<file path="config.mk">
export PLATFORM = sky130hd
export DESIGN_NAME = async_sram_ctrl
export DESIGN_NICKNAME = d
export VERILOG_FILES = /design/src/rtl/sram_if_pkg.sv /design/src/rtl/sram_req_stage.sv /design/src/rtl/sram_strobe_gen.sv /design/src/rtl/sram_read_capture.sv /design/src/rtl/async_sram_ctrl.sv
export SDC_FILE = /design/constraint.sdc
export NUM_CORES = 1
export LEC_CHECK = 0
export BUFFER_PORTS_ARGS = -buffer_cell sky130_fd_sc_hd__buf_2
export CAP_MARGIN = 25
export CELL_PAD_IN_SITES_DETAIL_PLACEMENT = 2
export CELL_PAD_IN_SITES_GLOBAL_PLACEMENT = 2
export CORE_MARGIN = 2
export CORE_UTILIZATION = 25
export DETAILED_ROUTE_END_ITERATION = 10
export GPL_ROUTABILITY_DRIVEN = 1
export PLACE_DENSITY_LB_ADDON = 0.2
export SLEW_MARGIN = 25
export SYNTH_ARGS = -nofsm -noshare
export SYNTH_HDL_FRONTEND = slang
export SYNTH_SLANG_ARGS = --single-unit
</file>
<file path="constraint.sdc">
create_clock -name clk -period 1.5 [get_ports clk]
set_clock_uncertainty 0.15 [all_clocks]
set_input_delay 0.075 -clock clk [delete_from_list [all_inputs] [get_ports clk]]
set_output_delay 0.075 -clock clk [all_outputs]
set_load 0.02 [all_outputs]
</file>
<file path="src/rtl/sram_if_pkg.sv">
package sram_if_pkg;

    // Kind of access held for the current cycle.
    typedef enum logic [1:0] {
        OP_IDLE  = 2'd0,
        OP_READ  = 2'd1,
        OP_WRITE = 2'd2
    } sram_op_e;

    // Active-low strobe set sent to the memory.
    typedef struct packed {
        logic ce1_n;
        logic we_n;
        logic oe_n;
        logic drive;
    } sram_strobe_t;

    localparam sram_strobe_t STROBE_IDLE = '{ce1_n: 1'b1, we_n: 1'b1, oe_n: 1'b1, drive: 1'b0};

endpackage

</file>
<file path="src/rtl/sram_req_stage.sv">
module sram_req_stage
    import sram_if_pkg::*;
#(
    parameter int ADDR_W = 13,
    parameter int DATA_W = 8
) (
    input  logic              clk,
    input  logic              rst,
    input  logic              req_valid,
    input  logic              req_write,
    input  logic [ADDR_W-1:0] req_addr,
    input  logic [DATA_W-1:0] req_wdata,
    output sram_op_e          op_q,
    output logic [ADDR_W-1:0] addr_q,
    output logic [DATA_W-1:0] wdata_q
);

    typedef struct packed {
        sram_op_e          op;
        logic [ADDR_W-1:0] addr;
        logic [DATA_W-1:0] wdata;
    } stage_t;

    stage_t st_d, st_q;

    always_comb begin
        st_d = st_q;
        if (req_valid) begin
            st_d.op   = req_write ? OP_WRITE : OP_READ;
            st_d.addr = req_addr;
            // A read keeps the old byte so the driver value does not toggle.
            if (req_write) begin
                st_d.wdata = req_wdata;
            end
        end else begin
            // Address and byte stay put while idle; only the operation clears.
            st_d.op = OP_IDLE;
        end
    end

    always_ff @(posedge clk) begin
        if (rst) begin
            st_q <= '{op: OP_IDLE, addr: '0, wdata: '0};
        end else begin
            st_q <= st_d;
        end
    end

    assign op_q    = st_q.op;
    assign addr_q  = st_q.addr;
    assign wdata_q = st_q.wdata;

    // a presented request is the one held for the following cycle.
    a_r2_request_held: assert property (@(posedge clk) disable iff (rst)
        req_valid |=> (op_q != OP_IDLE) && (addr_q == $past(req_addr)));

    // no request means nothing is held.
    a_r7_idle_held: assert property (@(posedge clk) disable iff (rst)
        !req_valid |=> (op_q == OP_IDLE));

endmodule

</file>
<file path="src/rtl/sram_strobe_gen.sv">
module sram_strobe_gen
    import sram_if_pkg::*;
(
    input  logic     clk,
    input  sram_op_e op_q,
    output logic     ce1_n,
    output logic     ce2,
    output logic     we_n,
    output logic     oe_n,
    output logic     dq_oe
);

    sram_strobe_t strobe;
    logic         low_phase;

    assign low_phase = ~clk;

    always_comb begin
        strobe = STROBE_IDLE;
        if (low_phase) begin
            unique case (op_q)
                OP_WRITE: begin
                    strobe.ce1_n = 1'b0;
                    strobe.we_n  = 1'b0;
                    strobe.drive = 1'b1;
                end
                OP_READ: begin
                    strobe.ce1_n = 1'b0;
                    strobe.oe_n  = 1'b0;
                end
                default: strobe = STROBE_IDLE;
            endcase
        end
    end

    assign ce1_n = strobe.ce1_n;
    assign we_n  = strobe.we_n;
    assign oe_n  = strobe.oe_n;
    assign dq_oe = strobe.drive;
    assign ce2   = 1'b1;

endmodule

</file>
<file path="src/rtl/sram_read_capture.sv">
module sram_read_capture #(
    parameter int DATA_W = 8
) (
    input  logic              clk,
    input  logic              rst,
    input  logic              capture,
    input  logic [DATA_W-1:0] bus_in,
    output logic [DATA_W-1:0] rd_data,
    output logic              rd_valid
);

    typedef struct packed {
        logic [DATA_W-1:0] data;
        logic              valid;
    } cap_t;

    cap_t cap_d, cap_q;

    always_comb begin
        cap_d       = cap_q;
        cap_d.valid = capture;
        if (capture) begin
            cap_d.data = bus_in;
        end
    end

    always_ff @(posedge clk) begin
        if (rst) begin
            cap_q <= '{data: '0, valid: 1'b0};
        end else begin
            cap_q <= cap_d;
        end
    end

    assign rd_data  = cap_q.data;
    assign rd_valid = cap_q.valid;

    // captured byte stays put when no read closes.
    a_r6_data_hold: assert property (@(posedge clk) disable iff (rst)
        !capture |=> $stable(rd_data));

endmodule

</file>
<file path="src/rtl/async_sram_ctrl.sv">
module async_sram_ctrl
    import sram_if_pkg::*;
#(
    parameter int ADDR_W = 13,
    parameter int DATA_W = 8
) (
    input  logic              clk,
    input  logic              rst,
    input  logic              req_valid,
    input  logic              req_write,
    input  logic [ADDR_W-1:0] req_addr,
    input  logic [DATA_W-1:0] req_wdata,
    output logic [DATA_W-1:0] rd_data,
    output logic              rd_valid,
    output logic [ADDR_W-1:0] mem_addr,
    output logic              mem_ce1_n,
    output logic              mem_ce2,
    output logic              mem_we_n,
    output logic              mem_oe_n,
    output logic [DATA_W-1:0] mem_dq_o,
    output logic              mem_dq_oe,
    input  logic [DATA_W-1:0] mem_dq_i
);

    sram_op_e          op_q;
    logic [ADDR_W-1:0] addr_q;
    logic [DATA_W-1:0] wdata_q;
    logic              read_closing;

    sram_req_stage #(.ADDR_W(ADDR_W), .DATA_W(DATA_W)) u_req (
        .clk       (clk),
        .rst       (rst),
        .req_valid (req_valid),
        .req_write (req_write),
        .req_addr  (req_addr),
        .req_wdata (req_wdata),
        .op_q      (op_q),
        .addr_q    (addr_q),
        .wdata_q   (wdata_q)
    );

    sram_strobe_gen u_strobe (
        .clk   (clk),
        .op_q  (op_q),
        .ce1_n (mem_ce1_n),
        .ce2   (mem_ce2),
        .we_n  (mem_we_n),
        .oe_n  (mem_oe_n),
        .dq_oe (mem_dq_oe)
    );

    // The read whose low half ends at this edge is the one held now.
    assign read_closing = (op_q == OP_READ);

    sram_read_capture #(.DATA_W(DATA_W)) u_cap (
        .clk      (clk),
        .rst      (rst),
        .capture  (read_closing),
        .bus_in   (mem_dq_i),
        .rd_data  (rd_data),
        .rd_valid (rd_valid)
    );

    assign mem_addr = addr_q;
    assign mem_dq_o = wdata_q;

    // sampled just before the falling edge, i.e. in the high half.
    a_r3_high_half_quiet: assert property (@(negedge clk) disable iff (rst)
        mem_ce1_n && mem_we_n && mem_oe_n && !mem_dq_oe);

    // write and output strobes never low together (end of low half).
    a_r9_no_dual_strobe: assert property (@(posedge clk) disable iff (rst)
        !(!mem_we_n && !mem_oe_n));

    // a write strobe comes with chip select and the bus driver.
    a_r4_write_drives: assert property (@(posedge clk) disable iff (rst)
        !mem_we_n |-> (!mem_ce1_n && mem_dq_oe));

    // a valid pulse follows a low half with the output strobe low.
    a_r6_valid_after_read: assert property (@(posedge clk) disable iff (rst)
        rd_valid |-> $past(!mem_oe_n));

endmodule

</file>
# After elaboration in Yosys (flattened, before gate mapping)
# Cells that the tools add are included.
# W data, S select, Z words.
[totals] ff_bits=32 in_bits=33 out_inout_bits=35
[classes] muxes=6 eq_ne=2 bitwise=1 reduce_logical=3
[op_table] op="$mux W1" count=4
[op_table] op="$mux W4" count=1
[op_table] op="$reduce_or A2 Y1" count=2
[op_table] op="$eq A2 B1 Y1 const B" count=1
[op_table] op="$eq A2 B2 Y1 const B" count=1
[op_table] op="$mux W2" count=1
[op_table] op="$reduce_and A2 Y1" count=1
[op_table] op="$not A1 Y1" count=1

# Logic depth before layout (Yosys ltp)
# Gate-level depths: netlist of the first run.
[logic_depth] ltp_word=4 depth_mapped=5 mapped_depth_nobuf=4

# Hierarchy
# A second synthesis of the first run with hierarchy kept.
[unflattened] hier_cells=122 hier_area_um2=1262.5
[by_module_without_submodules] mod="sram_req_stage" instances=1 area_per_inst_um2=867.1 seq_area_each_um2=460.4 cells_each=83
[by_module_without_submodules] mod="sram_read_capture" instances=1 area_per_inst_um2=312.8 seq_area_each_um2=180.2 cells_each=28
[by_module_without_submodules] mod="sram_strobe_gen" instances=1 area_per_inst_um2=68.8 seq_area_each_um2=0.0 cells_each=10
[by_module_without_submodules] mod="async_sram_ctrl" instances=1 area_per_inst_um2=13.8 seq_area_each_um2=0.0 cells_each=1

==> results of run 1 <==
-- routing by layer --
metal	global-route usage [%]	up-vias
li1	-	628
met1	15.6	597
met2	27.7	58
met3	9.64	12
met4	13.5	0
met5	0	-
-- through the flow --
stage / utilization, % / hold WS (ps) / setup slack (ps) / cells / cell area (um2)
6_report: 48.0 / 31.8 / -93.2 / 305 / 2310
5_1_grt: 48.0 / 30.6 / -110 / 305 / 2310
4_1_cts: 47.2 / 39.4 / -145 / 303 / 2270
3_5_place_dp: 33.8 / 140 / 105 / 247 / 1630
3_3_place_gp: 33.8 / 140 / 105 / 247 / 1630
2_1_floorplan: - / -4.26 / 101 / 122 / 1270
-- layout make-up --
class                           count  share of cell area (%)
Timing Repair Buffer              105                    32.5
Sequential cell                    32                    28.0
Multi-Input combinational cell     77                    25.0
Clock buffer                       21                    10.3
Tap cell                           67                    3.63
Inverter                            2                   0.433
Clock inverter                      1                   0.162
-- layout by cell type (no fill, tap or decap) --
| cell | instances |
|---|---|
| a21bo_2 | 1 |
| a21bo_1 | 7 |
| buf_6 | 7 |
| dfxtp_1 | 30 |
| conb_1 | 1 |
| nor2b_1 | 1 |
| ha_4 | 2 |
| dfxtp_4 | 2 |
| nor2_1 | 22 |
| a21oi_1 | 8 |
| nand3_1 | 8 |
| inv_2 | 2 |
| clkbuf_8 | 8 |
| or2_4 | 1 |
| nand2_1 | 1 |
| dlygate4sd3_1 | 39 |
| clkbuf_1 | 3 |
| nand2b_4 | 2 |
| buf_12 | 1 |
| buf_4 | 3 |
| mux2i_1 | 21 |
| nor3b_2 | 1 |
| buf_8 | 3 |
| buf_2 | 62 |
| inv_4 | 1 |
| ha_1 | 1 |
-- state kept, by name, summed over array words and instances (netlist names) --
| name | cells |
|---|---|
| u_req.wdata_q | 8 |
| u_req.op_q | 2 |
| u_req.addr_q | 13 |
| u_cap.rd_data | 8 |
| u_cap.rd_valid | 1 |
-- power by group --
group	switching [W]	total [W]	internal, W
sequential	0.0000213	0.000910	0.000888
combinational	0.000164	0.000340	0.000176
clock	0.000455	0.00126	0.000805
-- worst min path at each step --
| stage | to | slack [ps] | depth (start not counted) |
|---|---|---|---|
| after global placement | mem_oe_n | 140 | 2 |
| after floorplan | u_req.op_q[0] | -4 | 1 |
| after detailed placement | mem_oe_n | 140 | 2 |
| after CTS | u_req.op_q[0] | 40 | 3 |
| final | u_cap.rd_data[4] | 30 | 2 |
| after global routing | u_req.op_q[0] | 30 | 3 |
-- repair_timing --
action                                 CTS  global route
setup endpoints to repair                7            11
hold buffers                            39             0
gates resized for setup                 21             7
buffers inserted                         3             2
endpoints found under the hold margin   31             0
pin swaps                                2             1
-- cells by family (layout without fill, tap and decap cells) --
| group | count (synthesis) | in the layout | share of synthesized area [%] |
|---|---|---|---|
| fa+ha+maj | 3 | 3 | 2.96 |
| buf+inv | 13 | 129 | 7.11 |
| compound gates | 16 | 16 | 9.49 |
| flops | 32 | 32 | 50.6 |
| other cells | 1 | 1 | 0.296 |
| simple gates | 36 | 36 | 12.9 |
| mux | 21 | 21 | 16.6 |
==> results.toml, run 1 <==
[final_layout]
syn_to_final_growth_pct = 82.6
multi_input_area_um2 = 578
drive_above_1_share_pct = 40.3
fillCellCount = 527
num_antenna_cells = 0
nets = 272
seqCellArea_um2 = 648

[clock_network]
cts_tree = "built"
clk_latency_ps = 380
clkTransAtPathRegs_ps = 60

[timing]
finalSetupViolations = 6
worstMarginPinSlew_ps = 607
fin_ws_ps = -93.2
final_hold_viol_count = 0
max_slew_margin_pct = 59.5
slew_viol_final = 0
rsz0062_at_grt = "true"
tns_ps = -272

[worst_setup_path]
cp_num_buf_inv = 4
cp_max_fo = 2
startpoint_type = "clock port"
crit_slowest_cell = "nand2b_4"
crit_chain = "buf_8 > buf_8 > nand2b_4 > clkbuf_8 > buf_6"
r2r_slack_ps = 110
cp_num_cells = 5
crit_start = "clk"
path_delay_family = "buffers and inverters"
crit_required_ps = 1270
slowest_delay_ps = 150
r2r_cells = 6
endpoint_kind = "output port"
worstSetupEndpoint = "mem_we_n"
crit_arrival_ps = 1370
crit_type = "clock port to output port"
regToRegEndpoint = "u_cap.rd_data[1]"
crit_path_frequent_cell = "buf_8"
worstReg2RegStart = "u_req.op_q[0]"

[synthesis]
synth_cells = 122
synthArstFlopShare_pct = 0
synth_flop_cell = "dfxtp_1"
synth_area_um2 = 1270
ys_seq_elements = 32
synth_seq_area_share_pct = 50.6
yosys_warnings = 0
synth.most_common_cell = "dfxtp_1"
synth_commonest_cells = "dfxtp_1 (32), nor2_1 (22), mux2i_1 (21), a21oi_1 (8), nand3_1 (8)"
synth_largest_area_cell = "dfxtp_1"
yosys-top-cells-area = "dfxtp_1 (51%), mux2i_1 (17%), nor2_1 (6.5%)"
synth_edf_count = 0
synth_fp_nets = 158
synth_top_area_share_pct = 50.6
syn_avg_cell_area_um2 = 10.4
synth_cell_types = 18

[routing]
vias = 1295
postRouteAntennaNets = 0
wl_per_cell_um = 13.9
dr_wl_met3_um = 293
drc_errors = 0
firstDrtPassIters = 2
highest_layer = "met4"
vias_per_cell = 4.25
routed_wirelength_mm = 4.25
drt-initial-drc-count = 42
route.met2.wl_mm = 2.21
drt-met1-wl_mm = 1.63

[global_routing]
antenna_found_initial = 0
grt_pass1_vias = 1441
overflow = 0
grt_pass1_wl_mm = 6.56
grt_start_max_net_pins = 33
grt_util_all_layers_pct = 17.0

[place]
gp_congestion = 0.621
port_buffers = 66
hpwl_mm = 2.47

[pwr]
power.total_w = 0.00251
cellPowerDensity_nw_per_um2 = 1090
leakage_nw = 1.09
vdd_drop_max_mv = 0.659

[floorplanning]
start_util_pct = 26.3
die_h_um = 75.2
ios = 68
die-area_um2 = 5650
fp.dieW_um = 75.2
coreArea_um2 = 4820
placementRows = 25

[job]
drv_cap = 0

[outcome]
violations = "setup timing"
status = "finished with violations"

[hold_path]
min_from = "rst"
hold_path.class = "input port to flip-flop"
Note: power is estimated with default switching activity, not from simulation.
==> inputs of run 2 (changes only) <==
- CORE_UTILIZATION: 25 -> 26
- CTS_BUF_LIST: default -> sky130_fd_sc_hd__clkbuf_4
==> run 2 against run 1 <==
The flow still finishes with violations (setup timing). Global-route usage is 7.0 points higher. Non-clock buffer count is 21 higher. Routed wire length is 50% higher. Clock power hardly changed. Register-to-register slack worse by 30 ps. Clock-buffer cell count is 5 lower. Setup slack worse by 51 ps. Total power is 2.4% higher. Critical endpoint is now mem_ce1_n.
==> results.toml, run 2 (same netlist as run 1, synthesis figures left out) <==
[outcome]
status = "finished with violations"
violations = "setup timing"

[final_layout]
utilization_pct = 53.0
drive_above_1_share_pct = 38.9
largest_reg_flops = 13
seqCellArea_um2 = 644
final_common_cell = "buf_2"
design_area_um2 = 2500
nets = 291
final_cell_mix = "buf_2 (61), dlygate4sd3_1 (59), dfxtp_1 (29)"
multi_input_area_um2 = 582
syn_to_final_growth_pct = 97.8
num_antenna_cells = 0
fillCellCount = 492

[floorplanning]
start_util_pct = 26.8
die-area_um2 = 5440
fp.dieW_um = 73.8
coreArea_um2 = 4720
ios = 68
placementRows = 25
die_h_um = 73.8

[global_routing]
grt_pass1_vias = 1698
grt_util_all_layers_pct = 24.1
antenna_found_initial = 0
grt_start_max_net_pins = 32
overflow = 0
grt_pass1_wl_mm = 8.94

[timing]
timing.hold.ws_ps = 37.9
finalSetupViolations = 7
tns_ps = -472
final_hold_viol_count = 0
fin_ws_ps = -144
period_needed_ps = 1640
worstMarginPinSlew_ps = 681
rsz0062_at_grt = "true"
max_slew_margin_pct = 54.5
fin_crit_sh_pct = 110
slew_viol_final = 0
fmax_mhz = 608

[worst_setup_path]
crit_arrival_ps = 1420
slowest_delay_ps = 350
cp_num_buf_inv = 2
endpoint_kind = "output port"
crit_required_ps = 1270
crit_type = "flip-flop to output port"
startpoint_type = "flip-flop"
path_delay_family = "flip-flops"
crit_slowest_cell = "dfxtp_2"
cp_max_fo = 2
crit_chain = "inv_2 > ha_4 > or2_4 > buf_6"

[place]
port_buffers = 66
gp_congestion = 0.685
dpl_cell_area_um2 = 1630
hpwl_mm = 2.52

[job]
drv_cap = 0

[routing]
wl_per_cell_um = 19.7
drt-initial-drc-count = 42
postRouteAntennaNets = 0
vias = 1453
vias_per_cell = 4.48
drc_errors = 0
routed_wirelength_mm = 6.37
firstDrtPassIters = 4

[pwr]
cellPowerDensity_nw_per_um2 = 1030
leakage_nw = 1.16
vdd_drop_max_mv = 0.734
power.total_w = 0.00257

[clock_network]
clk_latency_ps = 430
clkTransAtPathRegs_ps = 110
cts_tree = "built"

[hold_path]
hold_path.class = "input port to flip-flop"
-- run 2: cell types whose count changed in the layout (fill, tap and decap cells not counted), sizes merged --
cell	delta
buf	-3
bufinv	+1
clkbuf	-1
clkinv	+2
clkinvlp	+1
dlygate4sd3	+20
inv	-1
-- run 2: worst paths after layout --
check	start	to	slack (ps)	cells past startpoint
worst max register to register	u_req.addr_q[3]	u_req.addr_q[3]	80	3
worst min register to register	u_cap.rd_data[4]	u_cap.rd_data[4]	360	2
worst min-delay path	req_valid	u_req.wdata_q[5]	40	4
worst max-delay path	u_req.op_q[0]	mem_ce1_n	-140	4
-- run 2: through the flow --
step	worst slack [ps]	cells
global placement	105	247
CTS	-156	321
floorplan	101	122
detailed placement	105	247
global route	-203	324
finish	-144	324
-- run 2: worst register-to-register path: cells and delay by family, from the launching register on --
family,cells,cell delay [ps]
buf+inv,1,560
flops,1,350
mux,1,190
simple gates,1,60
-- run 2: layout make-up --
cell class	instances	share of cell area, %
Sequential cell	32	25.7
Inverter	2	0.300
Tap cell	67	3.35
Clock inverter	4	2.05
Multi-Input combinational cell	77	23.2
Clock buffer	16	6.99
Timing Repair Buffer	126	38.4
-- run 2: report_power, final --
part | leakage [nW] | total [W] | internal (W) | switching, W
combinational | 0.763 | 0.000424 | 0.000222 | 0.000202
sequential | 0.263 | 0.000917 | 0.000891 | 0.0000260
clock | 0.136 | 0.00123 | 0.000735 | 0.000493
total | 1.16 | 0.00257 | 0.00185 | 0.000721
-- run 2: timing repair --
action,CTS,global route
hold endpoints to repair,32,5
cloned,0,0
endpoints found under the setup margin,7,16
resized for setup,24,11
setup buffers,2,2
pin swaps,2,1
hold buffers,57,2
-- run 2: routing by layer --
metal  share of wire [%]  track usage [%]
met3                 5.3             8.50
met4                 3.2             16.6
met1                  36             22.7
met5                   0                0
met2                  56             43.0
==> inputs of run 3 (changes only) <==
- MAX_ROUTING_LAYER: default -> met4
==> run 3 against run 2 <==
The flow still finishes with violations (setup timing). Via count grew 0.41%. Cell area is the same. Routed wire length is the same. Critical path type unchanged.
==> results.toml, run 3 (same netlist as run 1, synthesis figures left out) <==
[final_layout]
nets = 291
design_area_um2 = 2500
final_common_cell = "buf_2"
drive_above_1_share_pct = 38.9
syn_to_final_growth_pct = 97.8
multi_input_area_um2 = 582
largest_reg_flops = 13
fillCellCount = 492
seqCellArea_um2 = 644
final_cell_mix = "buf_2 (61), dlygate4sd3_1 (59), dfxtp_1 (29)"
num_antenna_cells = 0

[clock_network]
clkTransAtPathRegs_ps = 110
cts_tree = "built"
clk_latency_ps = 440

[routing]
routed_wirelength_mm = 6.37
drc_errors = 0
drt-initial-drc-count = 49
firstDrtPassIters = 4
postRouteAntennaNets = 0
vias = 1459
wl_per_cell_um = 19.7
vias_per_cell = 4.50

[worst_setup_path]
endpoint_kind = "output port"
crit_required_ps = 1270
crit_arrival_ps = 1430
path_delay_family = "flip-flops"
startpoint_type = "flip-flop"
cp_num_buf_inv = 2
crit_type = "flip-flop to output port"
crit_chain = "inv_2 > ha_4 > or2_4 > buf_6"
cp_max_fo = 2
crit_slowest_cell = "dfxtp_2"
slowest_delay_ps = 360

[global_routing]
overflow = 0
grt_start_max_net_pins = 32
antenna_found_initial = 0
grt_pass1_wl_mm = 8.93
grt_pass1_vias = 1695
grt_util_all_layers_pct = 24.8

[pwr]
leakage_nw = 1.16
seq_power_share_pct = 35.7
cellPowerDensity_nw_per_um2 = 1030
clock_power_share_pct = 47.8
power_switching_w = 0.000721
swShare_pct = 28.1
power.internal_w = 0.00185
p_comb_share_pct = 16.5
vdd_drop_max_mv = 0.736

[floorplanning]
fp.dieW_um = 73.8
placementRows = 25
ios = 68
die-area_um2 = 5440
coreArea_um2 = 4720
start_util_pct = 26.8
die_h_um = 73.8

[job]
drv_cap = 0

[timing]
max_slew_margin_pct = 54.9
rsz0062_at_grt = "true"
finalSetupViolations = 7
period_needed_ps = 1650
final_hold_viol_count = 0
worstMarginPinSlew_ps = 674
fmax_mhz = 606
fin_crit_sh_pct = 110
fin_ws_ps = -150
tns_ps = -483
slew_viol_final = 0

[outcome]
status = "finished with violations"
violations = "setup timing"

[place]
gp_congestion = 0.692
dpl_cell_area_um2 = 1630
place_ws_ps = 105
hpwl_mm = 2.52
port_buffers = 66

[hold_path]
hold_path.class = "input port to flip-flop"
-- run 3: worst paths after layout --
| path | startpoint | to | slack [ps] | depth (start not counted) |
|---|---|---|---|---|
| worst max-delay path | u_req.op_q[0] | mem_ce1_n | -150 | 4 |
| worst min-delay path | req_valid | u_req.wdata_q[5] | 40 | 4 |
| worst max register to register | u_req.addr_q[4] | u_req.addr_q[4] | 70 | 3 |
| worst min register to register | u_cap.rd_data[4] | u_cap.rd_data[4] | 360 | 2 |
-- run 3: area by class of cell --
class | count | area share [%]
Clock buffer | 16 | 6.99
Clock inverter | 4 | 2.05
Inverter | 2 | 0.300
Multi-Input combinational cell | 77 | 23.2
Sequential cell | 32 | 25.7
Tap cell | 67 | 3.35
Timing Repair Buffer | 126 | 38.4
-- run 3: per-stage QoR --
stage | cells | total power [W] | util [%] | hold slack (ps)
after floorplan | 122 | 0.00114 | - | -4.26
after global placement | 247 | 0.00123 | 34.5 | 140
after detailed placement | 247 | 0.00125 | 34.5 | 140
after CTS | 321 | 0.00252 | 52.0 | 1.68
after global routing | 324 | 0.00269 | 53.0 | 45.8
final | 324 | 0.00257 | 53.0 | 42.3
-- run 3: power by group through the flow --
stage          combinational [W]   clock, W  sequential [W]
2_1_floorplan           0.000110  0.0000510        0.000974
3_3_place_gp            0.000242  0.0000651        0.000925
3_5_place_dp            0.000255  0.0000651        0.000929
4_1_cts                 0.000388    0.00122        0.000911
5_1_grt                 0.000452    0.00132        0.000921
6_report                0.000424    0.00123        0.000917
-- run 3: what timing repair did --
item	CTS	global route
pin swaps	2	1
hold buffers	57	2
endpoints found under the setup margin	7	16
gates resized for setup	24	11
hold endpoints to repair	32	5
setup buffers	2	2
-- run 3: layer usage --
layer	part of all wire [%]	up-vias	wire length (um)	track usage [%]
li1	-	671	-	-
met5	0	-	0	-
met2	56	75	3550	42.5
met3	4.9	18	309	7.82
met1	36	695	2310	23.6
met4	3.2	0	201	16.6
-- run 3: worst min-delay path, stage by stage --
cell and delay [ps]:
buf_2 100, buf_12 210, a21bo_1 140, a21oi_1 60
